File: config.mk
export PLATFORM = sky130hd
export DESIGN_NAME = iotlb_victim
export DESIGN_NICKNAME = d
export VERILOG_FILES = /design/src/rtl/iotlb_pkg.sv /design/src/rtl/iotlb_regs.sv /design/src/rtl/iotlb_array.sv /design/src/rtl/iotlb_lookup.sv /design/src/rtl/iotlb_victim.sv
export SDC_FILE = /design/constraint.sdc
export NUM_CORES = 1
export LEC_CHECK = 0
export BUFFER_PORTS_ARGS = -buffer_cell sky130_fd_sc_hd__buf_2
export CAP_MARGIN = 10
export CORE_MARGIN = 3
export CORE_UTILIZATION = 40
export DETAILED_ROUTE_END_ITERATION = 10
export SETUP_SLACK_MARGIN = 0.4
export SYNTH_ARGS = -nofsm -noshare
export SYNTH_HDL_FRONTEND = slang
export SYNTH_SLANG_ARGS = --single-unit
File: constraint.sdc
create_clock -name clk_i -period 2.9 [get_ports clk_i]
set_clock_uncertainty 0.2 [all_clocks]
set_input_delay 0 -clock clk_i [delete_from_list [all_inputs] [get_ports clk_i]]
set_output_delay 0 -clock clk_i [all_outputs]
set_load 0.01 [all_outputs]
File: src/rtl/iotlb_pkg.sv
package iotlb_pkg;
  localparam int unsigned ADDR_W  = 32;
  localparam int unsigned PN_W    = 20;
  localparam int unsigned ATTR_W  = 4;
  localparam int unsigned VICT_SH = 4;
  localparam int unsigned BASE_SH = 10;

  typedef enum logic [2:0] {
    REG_LOCK     = 3'd0,
    REG_CAM      = 3'd1,
    REG_RAM      = 3'd2,
    REG_LOAD     = 3'd3,
    REG_FLUSH1   = 3'd4,
    REG_FLUSHALL = 3'd5,
    REG_RDCAM    = 3'd6,
    REG_RDRAM    = 3'd7
  } reg_addr_e;

  typedef enum logic [1:0] {
    PG_4K  = 2'd0,
    PG_64K = 2'd1,
    PG_1M  = 2'd2,
    PG_16M = 2'd3
  } pg_size_e;

  typedef struct packed {
    logic              vld;
    logic [1:0]        sz;
    logic [PN_W-1:0]   vpn;
    logic [PN_W-1:0]   pfn;
    logic [ATTR_W-1:0] attr;
  } tlb_entry_t;

  // page-number bits that are offset bits at a given size
  function automatic logic [PN_W-1:0] pn_mask(input logic [1:0] sz);
    case (pg_size_e'(sz))
      PG_64K:  pn_mask = PN_W'(20'h0000F);
      PG_1M:   pn_mask = PN_W'(20'h000FF);
      PG_16M:  pn_mask = PN_W'(20'h00FFF);
      default: pn_mask = '0;
    endcase
  endfunction

  function automatic logic [ADDR_W-1:0] cam_word(input tlb_entry_t e);
    cam_word = {e.vpn, 9'b0, e.vld, e.sz};
  endfunction

  function automatic logic [ADDR_W-1:0] ram_word(input tlb_entry_t e);
    ram_word = {e.pfn, 8'b0, e.attr};
  endfunction
endpackage

File: src/rtl/iotlb_regs.sv
module iotlb_regs
  import iotlb_pkg::*;
#(
  parameter int unsigned N     = 8,
  parameter int unsigned IDX_W = 3
) (
  input  logic              clk_i,
  input  logic              rst_ni,
  input  logic              we_i,
  input  logic [2:0]        addr_i,
  input  logic [ADDR_W-1:0] wdata_i,
  output logic [ADDR_W-1:0] cam_o,
  output logic [ADDR_W-1:0] ram_o,
  output tlb_entry_t        stage_o,
  output logic [IDX_W-1:0]  victim_o,
  output logic              load_o,
  output logic              flush_one_o,
  output logic              flush_all_o
);
  localparam logic [IDX_W:0]   N_L  = (IDX_W+1)'(N);
  localparam logic [IDX_W-1:0] LAST = IDX_W'(N-1);

  logic [ADDR_W-1:0] cam_q, ram_q;
  logic [IDX_W-1:0]  victim_q, vict_f, vict_inc;

  assign vict_f      = wdata_i[VICT_SH +: IDX_W];
  assign vict_inc    = (victim_q == LAST) ? '0 : victim_q + 1'b1;
  assign load_o      = we_i && (addr_i == REG_LOAD)     && wdata_i[0];
  assign flush_one_o = we_i && (addr_i == REG_FLUSH1)   && wdata_i[0];
  assign flush_all_o = we_i && (addr_i == REG_FLUSHALL) && wdata_i[0];

  always_ff @(posedge clk_i or negedge rst_ni) begin
    if (!rst_ni) begin
      victim_q <= '0;
      cam_q    <= '0;
      ram_q    <= '0;
    end else begin
      if (we_i) begin
        case (addr_i)
          REG_LOCK: if ({1'b0, vict_f} < N_L) victim_q <= vict_f;
          REG_CAM:  cam_q <= wdata_i;
          REG_RAM:  ram_q <= wdata_i;
          default:  ;
        endcase
      end
      if (load_o)      victim_q <= vict_inc;
      if (flush_all_o) victim_q <= '0;
    end
  end

  assign cam_o    = cam_q;
  assign ram_o    = ram_q;
  assign victim_o = victim_q;
  assign stage_o  = '{vld: cam_q[2], sz: cam_q[1:0], vpn: cam_q[31:12],
                      pfn: ram_q[31:12], attr: ram_q[ATTR_W-1:0]};
endmodule

File: src/rtl/iotlb_array.sv
module iotlb_array
  import iotlb_pkg::*;
#(
  parameter int unsigned N     = 8,
  parameter int unsigned IDX_W = 3
) (
  input  logic                   clk_i,
  input  logic                   rst_ni,
  input  logic                   load_i,
  input  logic                   flush_one_i,
  input  logic                   flush_all_i,
  input  logic [IDX_W-1:0]       victim_i,
  input  tlb_entry_t             stage_i,
  output tlb_entry_t [N-1:0]     entries_o
);
  for (genvar g = 0; g < N; g++) begin : g_ent
    tlb_entry_t ent_q;
    logic       sel;
    assign sel = (victim_i == IDX_W'(g));

    always_ff @(posedge clk_i or negedge rst_ni) begin
      if (!rst_ni) begin
        ent_q <= '0;
      end else if (load_i && sel) begin
        ent_q <= stage_i;
      end else if (flush_all_i || (flush_one_i && sel)) begin
        ent_q.vld <= 1'b0;
      end
    end

    assign entries_o[g] = ent_q;
  end
endmodule

File: src/rtl/iotlb_lookup.sv
module iotlb_lookup
  import iotlb_pkg::*;
#(
  parameter int unsigned N     = 8,
  parameter int unsigned IDX_W = 3
) (
  input  tlb_entry_t [N-1:0]  entries_i,
  input  logic [ADDR_W-1:0]   va_i,
  output logic                hit_o,
  output logic [ADDR_W-1:0]   pa_o,
  output logic [ATTR_W-1:0]   attr_o
);
  logic [N-1:0]     match;
  logic [IDX_W-1:0] sel;
  tlb_entry_t       e;
  logic [PN_W-1:0]  m;

  for (genvar g = 0; g < N; g++) begin : g_cmp
    assign match[g] = entries_i[g].vld &&
      (((va_i[31:12] ^ entries_i[g].vpn) & ~pn_mask(entries_i[g].sz)) == '0);
  end

  // lowest index wins: scan downward, last assignment sticks
  always_comb begin
    sel = '0;
    for (int i = N - 1; i >= 0; i--) begin
      if (match[i]) sel = IDX_W'(i);
    end
  end

  assign hit_o  = |match;
  assign e      = entries_i[sel];
  assign m      = pn_mask(e.sz);
  assign pa_o   = hit_o ? {(e.pfn & ~m) | (va_i[31:12] & m), va_i[11:0]} : '0;
  assign attr_o = hit_o ? e.attr : '0;
endmodule

File: src/rtl/iotlb_victim.sv
module iotlb_victim
  import iotlb_pkg::*;
#(
  parameter int unsigned NUM_ENTRIES = 8
) (
  input  logic              clk_i,
  input  logic              rst_ni,
  input  logic              reg_we_i,
  input  logic [2:0]        reg_addr_i,
  input  logic [31:0]       reg_wdata_i,
  output logic [31:0]       reg_rdata_o,
  input  logic [31:0]       lk_va_i,
  output logic              lk_hit_o,
  output logic [31:0]       lk_pa_o,
  output logic [3:0]        lk_attr_o
);
  localparam int unsigned IDX_W = (NUM_ENTRIES > 1) ? $clog2(NUM_ENTRIES) : 1;

  tlb_entry_t [NUM_ENTRIES-1:0] entries;
  tlb_entry_t                   stage, cur;
  logic [ADDR_W-1:0]            cam_stage, ram_stage;
  logic [IDX_W-1:0]             victim;
  logic                         load, flush_one, flush_all;

  iotlb_regs #(.N(NUM_ENTRIES), .IDX_W(IDX_W)) u_regs (
    .clk_i, .rst_ni,
    .we_i(reg_we_i), .addr_i(reg_addr_i), .wdata_i(reg_wdata_i),
    .cam_o(cam_stage), .ram_o(ram_stage), .stage_o(stage),
    .victim_o(victim), .load_o(load),
    .flush_one_o(flush_one), .flush_all_o(flush_all)
  );

  iotlb_array #(.N(NUM_ENTRIES), .IDX_W(IDX_W)) u_array (
    .clk_i, .rst_ni,
    .load_i(load), .flush_one_i(flush_one), .flush_all_i(flush_all),
    .victim_i(victim), .stage_i(stage), .entries_o(entries)
  );

  iotlb_lookup #(.N(NUM_ENTRIES), .IDX_W(IDX_W)) u_lookup (
    .entries_i(entries), .va_i(lk_va_i),
    .hit_o(lk_hit_o), .pa_o(lk_pa_o), .attr_o(lk_attr_o)
  );

  assign cur = entries[victim];

  always_comb begin
    case (reg_addr_i)
      REG_LOCK:  reg_rdata_o = 32'(victim) << VICT_SH;
      REG_CAM:   reg_rdata_o = cam_stage;
      REG_RAM:   reg_rdata_o = ram_stage;
      REG_RDCAM: reg_rdata_o = cam_word(cur);
      REG_RDRAM: reg_rdata_o = ram_word(cur);
      default:   reg_rdata_o = '0;
    endcase
  end
endmodule

; ---- Word-level counts from Yosys, hierarchy flattened
; Index checks and enable logic that the tools add are counted.
[word_totals]
ff_bits = 443
output_inout_bits = 69
word_cells = 222
[op_classes]
addsub = 1
order_cmp = 2
n_eq_ne = 41
n_mux = 45
bitwise = 28
reduce_logical = 62
[ops]
columns = operator, n
row1 = one-hot mux 12 bit (3 select lines), 9
row2 = binary-select mux 47 bit (select 3 bit), 2
row3 = AND 20 bit, 9
row4 = inverter 12 -> 20 bit, 9
row5 = logical NOT 20 bit, 8
row6 = one-hot mux 32 bit (5 select lines), 1
row7 = XOR 20 bit, 8
row8 = two-way mux 47 bit, 1
row9 = two-way mux 46 bit, 1
row10 = two-way mux 3 bit, 13
row11 = == test 2 bit (second input constant), 18
row12 = two-way mux 32 bit, 1
row13 = logical AND 1 bit, 30
row14 = == test 3 bit (second input constant), 8
row15 = AND 20 x 12 -> 20 bit, 1
row16 = bitwise OR 20 bit, 1
row17 = == test 2 x 1 -> 1 bit (second input constant), 9
row18 = two-way mux 1 bit, 16
row19 = nonzero test 2 bit, 8
row20 = == test 3 x 2 -> 1 bit (second input constant), 4
row21 = logical OR 1 bit, 8
row22 = < comparator 3 x 4 -> 1 bit (second input constant), 2
row23 = OR reduction 8 bit, 1
row24 = == test 3 x 1 -> 1 bit (second input constant), 2
row25 = 5 further kinds, 9

; ---- Logic depth before layout (Yosys ltp)
[depth]
depth_word = 22
ltp_mapped = 15
depth_no_buf = 11

; ---- Modules after synthesis
; A second synthesis with hierarchy kept.
[hier_totals]
hier_cells = 1932
hier_area_um2 = 25254.2
[modules_own_cells]
columns = mod, instances, cells_per_inst, area_per_inst_um2, seq_area_each_um2
row1 = iotlb_array, 1, 821, 14330.0, 9409.0
row2 = iotlb_lookup, 1, 578, 4430.5, 0.0
row3 = iotlb_victim, 1, 320, 3340.7, 0.0
row4 = iotlb_regs, 1, 213, 3153.0, 1676.6

; ---- Worst setup path after synthesis
; No wires, ideal clock.
[synth_path]
path_type = flip-flop to output port
startpoint = register u_array.g_ent[4].ent_q, in the netlist u_array.entries_o[229]
endpoint = output lk_pa_o[14]
arrival_time_ns = 3.116
t_required_ns = 2.700
path_slack_ns = -0.416
stages_incl_launch_ff = 13
path_buffers = 1
cell_sequence = dfrtp_1 -> xor2_2 -> nor4_2 -> nand4_1 -> nor4_4 -> and2b_2 -> a21o_4 -> buf_6 -> mux2i_1 -> nor3_2 -> o22ai_2 -> or3_1 -> a21oi_2
[synth_between]
elab_chain_len = 17
elab_cells_between_ends = 21
[synth_rtl]
columns = item, line_no
row1 = from (decl), iotlb_array.sv:17  ; tlb_entry_t ent_q;
row2 = from (signal assigned), iotlb_array.sv:25  ; ent_q <= stage_i;
row3 = XOR 20 bit *, iotlb_lookup.sv:20  ; (((va_i[31:12] ^ entries_i[g].vpn) & ~pn_mask(entries_i[g].sz)) == '0);
row4 = AND 20 bit *, iotlb_lookup.sv:20
row5 = logical NOT 20 bit *, iotlb_lookup.sv:20
row6 = logical AND 1 bit *, iotlb_lookup.sv:19  ; assign match[g] = entries_i[g].vld &&
row7 = two-way mux 3 bit (5 in series), iotlb_lookup.sv:27  ; if (match[i]) sel = IDX_W'(i);
row8 = binary-select mux 47 bit (select 3 bit), iotlb_lookup.sv:32  ; assign e = entries_i[sel];
row9 = two-way mux 46 bit (implied by the code), iotlb_lookup.sv:32
row10 = == test 2 bit / == test 2 x 1 -> 1 bit (equally long branches), iotlb_pkg.sv:36  ; case (pg_size_e'(sz))
row11 = one-hot mux 12 bit (3 select lines), iotlb_pkg.sv:36
row12 = inverter 12 -> 20 bit, iotlb_lookup.sv:34  ; assign pa_o = hit_o ? {(e.pfn & ~m) | (va_i[31:12] & m), va_i[11:0]} : '0;
row13 = AND 20 bit, iotlb_lookup.sv:34
row14 = bitwise OR 20 bit, iotlb_lookup.sv:34
row15 = two-way mux 32 bit *, iotlb_lookup.sv:34
row16 = to (decl), iotlb_victim.sv:14  ; output logic [31:0] lk_pa_o,
; Mark *: on every way between the ends. The rest lies on a longest branch, timed or not. The select of a mux whose other input is x is not followed.

; ---- Worst setup path in the final report
[layout_path]
startpoint = register u_array.g_ent[5].ent_q, in the netlist u_array.entries_o[263]
endpoint = output lk_pa_o[14]
[layout_between]
elab_chain_len = 18
elab_cells_between_ends = 22
[layout_rtl]
columns = item, line_no
row1 = from (decl), iotlb_array.sv:17
row2 = from (signal assigned), iotlb_array.sv:25
row3 = XOR 20 bit *, iotlb_lookup.sv:20
row4 = AND 20 bit *, iotlb_lookup.sv:20
row5 = logical NOT 20 bit *, iotlb_lookup.sv:20
row6 = logical AND 1 bit *, iotlb_lookup.sv:19
row7 = two-way mux 3 bit (6 in series), iotlb_lookup.sv:27
row8 = binary-select mux 47 bit (select 3 bit), iotlb_lookup.sv:32
row9 = two-way mux 46 bit (implied by the code), iotlb_lookup.sv:32
row10 = == test 2 bit / == test 2 x 1 -> 1 bit (equally long branches), iotlb_pkg.sv:36
row11 = one-hot mux 12 bit (3 select lines), iotlb_pkg.sv:36
row12 = inverter 12 -> 20 bit, iotlb_lookup.sv:34
row13 = AND 20 bit, iotlb_lookup.sv:34
row14 = bitwise OR 20 bit, iotlb_lookup.sv:34
row15 = two-way mux 32 bit *, iotlb_lookup.sv:34
; Marks and branches as above.

==> results.md <==
- Status: finished with violations
- Failing checks: negative setup slack
- # Max-Cap Violations: 0
- Max-slew violation count: 0
- Critical-path maximum fanout: 5
- Die Ht: roughly 250 µm
- Post-Synthesis Cells: between 1500 and 2000
- Final net count: ~2500
- Period minus WS final: roughly 4.2 ns
- Top_reg_cell synth: dfrtp_1
- Total Routing Usage GR: about a quarter
- Final ANT Viol Nets: 0
- Final setup vio count: 58
- Synth area leaders: dfrtp_1 (45%), mux2_2 (20%), mux4_2 (8.6%)
- Gpl congestion: a little over 0.9
- Clk slew on worst S/H paths: about 0.060 ns
- Buf+Inv Stages, Crit Path: 2
- Die area: 0.06492 mm²
- DRC Markers: 0
- Initial antenna violation count: 1
- Row Count: 90
- Power Density: just over 600 mW/mm²
- CTS tree: yes
- Peak supply drop: ~0.50 mV
- Final period util: 145.7%
- Via count: between 15000 and 20000
- Relative slew slack: 27.10%
- Drt wl/cell: between 20 and 30 µm
- Fmax: between 200 and 250 MHz
- Port bufs: between 100 and 150
- Area after DPL: 0.02853 mm²
- Syn nets: 2067
- Fillers: 4986
- Initial Utilization: 40.71%
- Worst Path Arrival: around 4 ns
- Slowest stage cell, crit path: or4_4
- Pre-CTS worst setup slack: -1.190 ns
- H-Tree Depth: 2
- GRT overflow: 0
- Setup crit end kind: primary output
- Synth Area per Inst: 12.43 µm²
- Worst Setup Slack, final: -1.324 ns
- EDFF count, synth: 0
- Post-synth ARST share: 100.0%
- Crit path top cell by count: a21oi_4
- Non-Filler Cell Area, Final: about 0.034 mm²
- Largest net degree at the start of global routing: 80
- Top-count cell post-synth: dfrtp_1
- CP required: between 2 and 3 ns
- Synth cell count leaders: dfrtp_1 (443), mux2_2 (436), nand2_1 (121), xnor2_1 (96), mux4_2 (94)
- Post-synthesis sequential area ratio: 44.78%
- Cell taking the most area after synthesis: dfrtp_1
- Startpoint Class: flop
- Yosys warns: 0
- Clock Latency Late Sink: approximately 0.62 ns
- Unrepaired setup endpoints after global routing: true
- Routed WL: approximately 87000 µm
- First-pass GRT wire length: ~130000 µm
- CORE AREA: 0.06081 mm²
- Netlist cell types: roughly 80
- CTS Buf Count: about 50
- Detailed Routing Iterations Pass 1: 5
- CP max stage delay: between 0.5 and 0.6 ns
- Clock root buffer: clkbuf_16
- Vias in the first global route: between 20000 and 25000
- Type of the worst min-delay path: input pin to flop
- I/O pin count: around 140
- Layout cell share with drive strength beyond 1: roughly 55%
- X dimension of the die: between 200 and 300 µm
- Clock tree buffer depth: 3
- Clock Sinks: approximately 440
- Worst-margin pin slew: 1.091 ns
- Critical path, cell by cell: xor2_1 > nor4_2 > buf_4 > a21oi_4 > or4_4 > o211ai_1 > a21o_1 > a211oi_2 > nor3_4 > o22ai_4 > or3_4 > a21oi_4 > buf_6
- Leak: 15.49 nW
- Crit-path leading delay family: simple AND/OR/NAND/NOR gates
- DP HPWL: roughly 57000 µm
- Mapped cell area: roughly 0.025 mm²
- Critical path class: flop to primary output
- Initial DRC Count: 1492
- Synthesis-stage register bit count: around 440
- Yosys top cell area share: between 40% and 50%
- Area Overhead vs Synth: 35.33%
- Hold violation count in the final report: 0
- Vias per cell: between 5 and 6
==> through the flow <==
| step | util (%) | power (W) | setup TNS (ns) | hold WS, ns | cells |
|---|---|---|---|---|---|
| 2_1_floorplan | - | 0.01078 | -2.528 | -0.4956 | 1991 |
| 3_3_place_gp | 46.93 | 0.01279 | -28.68 | -0.1505 | 3045 |
| 3_5_place_dp | 46.93 | 0.01293 | -29.41 | -0.1475 | 3045 |
| 4_1_cts | 53.87 | 0.02044 | -43.03 | 0.001368 | 3265 |
| 5_1_grt | 55.09 | 0.02147 | -48.23 | 0.02005 | 3282 |
| 6_report | 55.10 | 0.02065 | -42.48 | 0.03445 | 3283 |
==> path summary, 6_finish.rpt <==
| kind | to | from | slack, ns | cells after the start |
|---|---|---|---|---|
| setup / recovery | lk_pa_o[14] | u_array.entries_o[263] | -1.32 | 13 |
| hold / removal | u_regs.cam_o[17] | reg_wdata_i[17] | 0.03 | 3 |
| setup reg to reg | u_array.entries_o[170] | u_regs.victim_o[0] | 0.40 | 8 |
| hold reg to reg | u_regs.cam_o[4] | u_regs.cam_o[4] | 0.31 | 1 |
| max in group asynchronous | u_regs.ram_o[18] | rst_ni | 1.24 | 4 |
| min in group asynchronous | u_array.entries_o[229] | rst_ni | 0.28 | 3 |
==> registers in the layout, summed over array words and instances (netlist names) <==
signal / count
u_array.entries_o: 376
u_regs.cam_o: 32
u_regs.ram_o: 32
u_regs.victim_o: 3
==> power breakdown <==
part	internal, W	leakage (nW)	switching [W]
clock network	0.00387	0.831	0.00271
registers	0.00709	5.96	0.00110
logic	0.00329	8.69	0.00260
==> cells by family (layout without fill, tap and decap cells) <==
family          Yosys count  count (layout)  synth area share, %
flops                   443             443                44.78
other cells               0               1                    0
compound gates          250             250                7.267
simple gates            330             330                7.116
fa+ha+maj                 6               6               0.3032
buf+inv                 201             710                3.573
xor+xnor                160             160                5.691
mux                     601             601                31.27
==> layer usage <==
layer | part of all wire (%) | routed length [µm] | GRT usage, % | vias up
met5 | 0 | 0 | 0 | -
met4 | 3.0 | 2593 | 8.259 | 0
met3 | 6.6 | 5786 | 3.906 | 134
met2 | 48 | 41350 | 43.36 | 800
met1 | 43 | 37290 | 36.63 | 10030
li1 | - | - | - | 8330
==> cell usage in the layout (no fill, tap or decap), drive strengths merged, types with 23 or more instances in the layout <==
| master | count |
|---|---|
| clkbuf | 85 |
| dlygate4sd3 | 63 |
| mux2 | 437 |
| dfrtp | 443 |
| nand3 | 37 |
| o22a | 23 |
| nor2 | 31 |
| mux4 | 94 |
| a31oi | 31 |
| o21ai | 43 |
| nand2 | 121 |
| mux2i | 70 |
| a211oi | 33 |
| a22oi | 34 |
| xnor2 | 96 |
| and2 | 48 |
| xor2 | 64 |
| buf | 545 |
==> final cells by class <==
class	count	area (µm²)	share of cell area (%)
Clock inverter	10	178.9	0.5340
Sequential cell	443	11090	33.11
Timing Repair Buffer	613	5700	17.01
Tap cell	782	978.4	2.920
Clock buffer	80	1523	4.545
Multi-Input combinational cell	1347	14000	41.78
Antenna cell	1	2.502	0.007469
Inverter	7	30.03	0.08963
==> worst register-to-register path: stages (launching register included) <==
cell and delay (ns):
dfrtp_4 0.51, buf_12 0.16, buf_6 0.12, buf_4 0.14
ha_1 0.24, ha_2 0.22, nand2_4 0.11, buf_12 0.25
mux2_2 0.41
==> what timing repair did <==
action / 4_1_cts / 5_1_grt
setup buffers: 52 / 12
pin swaps: 77 / 67
endpoints found under the hold margin: 518 / 0
cloned: 15 / 5
endpoints found under the setup margin: 61 / 111
gates resized for setup: 228 / 98
hold buffers: 63 / 0
(Power assumes the default switching activity.)
